**src/rtl/clkout_pkg.sv**
```systemverilog
package clkout_pkg;

    localparam int CNT_W   = 14;   // holds 122 << 7
    localparam int PRE_ODD = 122;  // ratio used by prescale code 7

    typedef struct packed {
        logic [2:0] pre;       // [7:5] prescale code, high-rate path only
        logic       src_fast;  // [4]   source select
        logic [2:0] post;      // [3:1] power-of-two post-divide
        logic       en;        // [0]   output enable
    } ctl_t;

    function automatic logic [CNT_W-1:0] span(ctl_t c);
        logic [CNT_W-1:0] base;
        if (!c.src_fast)
            base = CNT_W'(1);
        else if (c.pre == 3'd7)
            base = CNT_W'(PRE_ODD);
        else
            base = CNT_W'(1) << c.pre;
        return base << c.post;
    endfunction

endpackage

```
**src/rtl/clkout_regs.sv**
```systemverilog
module clkout_regs
    import clkout_pkg::*;
#(
    parameter int N    = 3,
    parameter int AW   = 8,
    parameter int BASE = 16
) (
    input  logic                clk,
    input  logic                rst,
    input  logic                wr_en,
    input  logic [AW-1:0]       addr,
    input  logic [7:0]          wdata,
    output logic [7:0]          rdata,
    output ctl_t [N-1:0]        ctl_o
);
    localparam int IW = (N > 1) ? $clog2(N) : 1;

    ctl_t [N-1:0]   regs_q;
    logic [AW-1:0]  offs;
    logic [IW-1:0]  idx;
    logic           hit;

    assign offs  = addr - AW'(BASE);
    assign idx   = offs[IW-1:0];
    assign hit   = (addr >= AW'(BASE)) && (offs < AW'(N));
    assign rdata = hit ? regs_q[idx] : 8'h00;
    assign ctl_o = regs_q;

    always_ff @(posedge clk) begin
        if (rst) begin
            regs_q <= '0;
        end else if (wr_en && hit) begin
            regs_q[idx] <= ctl_t'(wdata);
        end
    end

    // a mapped write lands in the addressed byte
    p_write_lands_r2: assert property (@(posedge clk) disable iff (rst)
        (wr_en && hit) |=> (regs_q[$past(idx)] == ctl_t'($past(wdata))));

    // an unmapped write disturbs nothing
    p_stray_write_r2: assert property (@(posedge clk) disable iff (rst)
        (wr_en && !hit) |=> $stable(regs_q));

endmodule

```
**src/rtl/clkout_chan.sv**
```systemverilog
module clkout_chan
    import clkout_pkg::*;
(
    input  logic clk,
    input  logic rst,
    input  logic tick_slow,
    input  logic tick_fast,
    input  ctl_t ctl,
    output logic out
);
    ctl_t              act_q;    // setting in force
    logic [CNT_W-1:0]  cnt_q;
    logic [CNT_W-1:0]  lim;
    logic              out_q;
    logic              tick;

    assign tick = act_q.src_fast ? tick_fast : tick_slow;
    assign lim  = span(act_q);
    assign out  = out_q;

    always_ff @(posedge clk) begin
        if (rst) begin
            act_q <= '0;
            cnt_q <= '0;
            out_q <= 1'b0;
        end else if (!act_q.en) begin
            act_q <= ctl;          // idle: track the register freely
            cnt_q <= '0;
            out_q <= 1'b0;
        end else if (tick) begin
            if (cnt_q == lim - CNT_W'(1)) begin
                cnt_q <= '0;
                if (out_q) begin
                    out_q <= 1'b0;
                end else begin
                    act_q <= ctl;  // end of low phase: adopt new setting
                    out_q <= ctl.en;
                end
            end else begin
                cnt_q <= cnt_q + CNT_W'(1);
            end
        end
    end

    p_off_low_r3: assert property (@(posedge clk) disable iff (rst)
        !act_q.en |-> !out_q);

    p_hold_in_high_r9: assert property (@(posedge clk) disable iff (rst)
        out_q |=> $stable(act_q));

    p_cnt_range_r8: assert property (@(posedge clk) disable iff (rst)
        act_q.en |-> (cnt_q < lim));

    p_edge_on_tick_r5: assert property (@(posedge clk) disable iff (rst)
        (out_q != $past(out_q)) |-> $past(tick));

endmodule

```
**src/rtl/clkout_gen.sv**
```systemverilog
module clkout_gen
    import clkout_pkg::*;
#(
    parameter int N    = 3,
    parameter int AW   = 8,
    parameter int BASE = 16
) (
    input  logic          clk,
    input  logic          rst,
    input  logic          tick_slow,
    input  logic          tick_fast,
    input  logic          wr_en,
    input  logic [AW-1:0] addr,
    input  logic [7:0]    wdata,
    output logic [7:0]    rdata,
    output logic [N-1:0]  clk_out
);
    ctl_t [N-1:0] ctl;

    clkout_regs #(.N(N), .AW(AW), .BASE(BASE)) u_regs (
        .clk   (clk),
        .rst   (rst),
        .wr_en (wr_en),
        .addr  (addr),
        .wdata (wdata),
        .rdata (rdata),
        .ctl_o (ctl)
    );

    for (genvar g = 0; g < N; g++) begin : g_chan
        clkout_chan u_chan (
            .clk       (clk),
            .rst       (rst),
            .tick_slow (tick_slow),
            .tick_fast (tick_fast),
            .ctl       (ctl[g]),
            .out       (clk_out[g])
        );
    end

    // outputs are low in the cycle after reset
    p_reset_low_r1: assert property (@(posedge clk)
        rst |=> (clk_out == '0));

endmodule

```
**config.mk**
```make
export PLATFORM = sky130hd
export DESIGN_NAME = clkout_gen
export DESIGN_NICKNAME = d
export VERILOG_FILES = /design/src/rtl/clkout_pkg.sv /design/src/rtl/clkout_regs.sv /design/src/rtl/clkout_chan.sv /design/src/rtl/clkout_gen.sv
export SDC_FILE = /design/constraint.sdc
export NUM_CORES = 1
export LEC_CHECK = 0
export BUFFER_PORTS_ARGS = -buffer_cell sky130_fd_sc_hd__buf_2
export CORE_AREA = 2 2 176 222
export DETAILED_ROUTE_END_ITERATION = 7
export DIE_AREA = 0 0 178 224
export GPL_TIMING_DRIVEN = 0
export PLACE_DENSITY = 0.37
export SLEW_MARGIN = 5
export SYNTH_ARGS = -nofsm -noshare
export SYNTH_HDL_FRONTEND = slang
export SYNTH_HIERARCHICAL = 1
export SYNTH_SLANG_ARGS = --single-unit
```
**constraint.sdc**
```tcl
create_clock -name clk -period 7.53 [get_ports clk]
set_input_delay 1.506 -clock clk [delete_from_list [all_inputs] [get_ports clk]]
set_output_delay 1.506 -clock clk [all_outputs]
set_load 0.01 [all_outputs]
```
==> results.py <==
metrics = {
    "synthesis": {
        "synth_area_um2": 9350,
        "syn-num-nets": 1291,
        "synth.distinct_cells": 72,
        "yosysWarningCount": 6,
        "yosysSeqAreaShare_pct": 19.9,
        "yosysTopAreaCell": "dfxtp_1",
        "synth_top_area_share_pct": 19.9,
        "synth_edf_count": 0,
        "synth.avg_cell_area_um2": 7.40,
        "synth_ff_type": "dfxtp_1",
        "synth_area_leaders": "dfxtp_1 20%, nand2b_1 5.8%, mux2i_1 5.0%",
        "syn_inst": 1264,
        "ys_async_sr_fraction_pct": 0,
        "ys_ff_latch": 93,
    },
    "global_route": {
        "overflow": 0,
        "grt_max_degree": 24,
        "antenna_found_initial": 0,
        "grt_pass1_vias": 9501,
        "grt_pass1_wl_um": 53400,
        "grtUsageTotal_pct": 17.0,
    },
    "timing": {
        "slew_viol_final": 0,
        "slew_headroom_pct": 17.8,
        "fin_crit_ns": 4.13,
        "max_freq_mhz": 242,
        "finalCritPeriodShare_pct": 54.8,
        "final.setup.worst_slack_ns": 3.40,
        "hold_viol": 0,
        "worst_pin_slew_ns": 1.20,
        "setup_viol": 0,
        "fin_skew_ns": 0.00864,
        "fin_tns_setup_ns": 0,
        "rsz0062_at_grt": "false",
    },
    "placement": {
        "dp_hpwl_um": 26300,
        "preCtsSetupSlack_ns": 3.41,
        "io_buffers": 31,
        "gp_congestion": 0.910,
        "dpl_cell_area_um2": 10100,
    },
    "floorplanning": {
        "chipWidth_um": 178,
        "io-pin-count": 32,
        "start_util_pct": 24.8,
        "die_h_um": 224,
        "die-area_um2": 39900,
        "fp.coreArea_um2": 37700,
        "fp-row-count": 80,
    },
    "status": {
        "status": "completed",
    },
    "power": {
        "leakagePower_uw": 0.00337,
        "power_density_nw_per_um2": 104,
        "ir_worst_vdd_uv": 96.1,
        "power_uw": 1080,
    },
    "final_layout": {
        "areaGrowthSynthToFinish_pct": 12.0,
        "drive_gt1_share_pct": 12.4,
        "diodes": 0,
        "final_core_util_pct": 27.7,
        "multi_input_area_um2": 6740,
        "final_common_cell": "nor2_1",
        "final_cell_mix": "121 x nor2_1, 94 x nand2_1, 93 x dfxtp_1",
        "filler_cell_count": 4148,
        "stdcell_area_um2": 10500,
        "ff_latch_area_um2": 1860,
        "nNetsFinal": 1333,
    },
    "detailed_routing": {
        "wl_per_cell_um": 18.7,
        "drtAntennaViolNets": 0,
        "num_vias": 9598,
        "first_pass_iters": 5,
        "drc": 0,
        "routed_via_density": 5.32,
        "drtIter0Drc": 592,
        "drt_wl_total_um": 33700,
    },
    "clock_tree": {
        "post_cts_resized": 0,
        "clkTransAtPathRegs_ns": 0.07,
        "clockRootBuffer": "clkbuf_16",
        "clock_sinks": 93,
        "htreeDepth": 3,
        "cts_buffer_depth": 2,
        "cts_tree": "built",
        "cts_setup_buffers": 0,
        "cts_made_buffers": 9,
        "worstSkewPairLatency_ns": 0.36,
        "ctsHoldBuffers": 0,
    },
    "setup_path": {
        "crit_fanout": 8,
        "start_kind": "input pin",
        "required_ns": 6.02,
        "arrival_ns": 2.62,
        "crit_type": "in -> out",
        "endpoint_kind": "primary output",
    },
    "run": {
        "drv_cap": 0,
    },
    "worst_hold_path": {
        "hold_class": "reg -> reg",
    },
}
-- cells in the mapped netlist, types with 27 or more instances --
master	number
a21oi_1	48
a31oi_1	30
buf_2	51
clkbuf_1	33
dfxtp_1	93
inv_1	36
mux2i_1	47
nand2_1	94
nand2b_1	86
nand3_1	39
nor2_1	121
o211ai_1	27
o21ai_0	75
xnor2_1	48
-- registers in the layout, indices dropped and copies added (netlist names) --
signal	count
g_chan.u_chan/cnt_q	42
g_chan.u_chan/out	3
g_chan.u_chan/act_q	24
u_regs/ctl_o	24
-- power breakdown --
part / internal, µW / switching [µW] / leakage, µW
combinational: 17.5 / 31.9 / 0.00245
clock: 327 / 216 / 0.000168
sequential: 492 / 0.285 / 0.000749
-- cell families (layout without fill, tap and decap cells) --
| logic type | count (synthesis) | after routing | share of synthesized area [%] |
|---|---|---|---|
| DFF | 93 | 93 | 19.9 |
| AOI/OAI and AO/OA | 350 | 350 | 26.6 |
| and+or+nand+nor | 542 | 542 | 32.3 |
| xor gates and xnor gates | 72 | 72 | 6.75 |
| buffers and inverters | 148 | 195 | 7.96 |
| muxes | 50 | 50 | 5.39 |
| adders and majority gates | 9 | 9 | 1.12 |
-- area by class of cell --
class / instances / share of cell area, %
Sequential cell: 93 / 17.8
Clock inverter: 7 / 1.17
Tap cell: 492 / 5.88
Timing Repair Buffer: 31 / 1.48
Clock buffer: 9 / 2.15
Multi-Input combinational cell: 1023 / 64.4
Inverter: 36 / 1.29
Buffer: 112 / 5.82
-- worst max-delay path, cell delays in order --
cell and delay [ns]:
buf_2 0.11, nor4b_4 0.42, nand2_1 0.24, nor2_1 0.19
buf_2 0.16
-- stage by stage --
stage | cells | hold slack, ns
floorplan | 1264 | 0.470
global placement | 1787 | 0.497
detailed placement | 1787 | 0.503
CTS | 1803 | 0.515
global route | 1803 | 0.535
finish | 1803 | 0.511
-- layer usage --
metal	GRT usage (%)	part of all wire [%]	routed length, µm
met5	0	0	0
met4	7.38	4.0	1340
met1	18.5	40	13500
met3	2.05	2.5	845
met2	32.5	53	18000
-- worst paths after layout --
kind / end / cells after the start / start / slack, ns
worst min register to register: u_regs/ctl_o[9] / 2 / u_regs/ctl_o[9] / 0.51
worst max-delay path: rdata[3] / 5 / addr[6] / 3.40
worst max register to register: g_chan[1].u_chan/cnt_q[2] / 11 / g_chan[1].u_chan/act_q[4] / 3.55
worst min-delay path: u_regs/ctl_o[9] / 2 / u_regs/ctl_o[9] / 0.51
(Power assumes the default switching activity.)
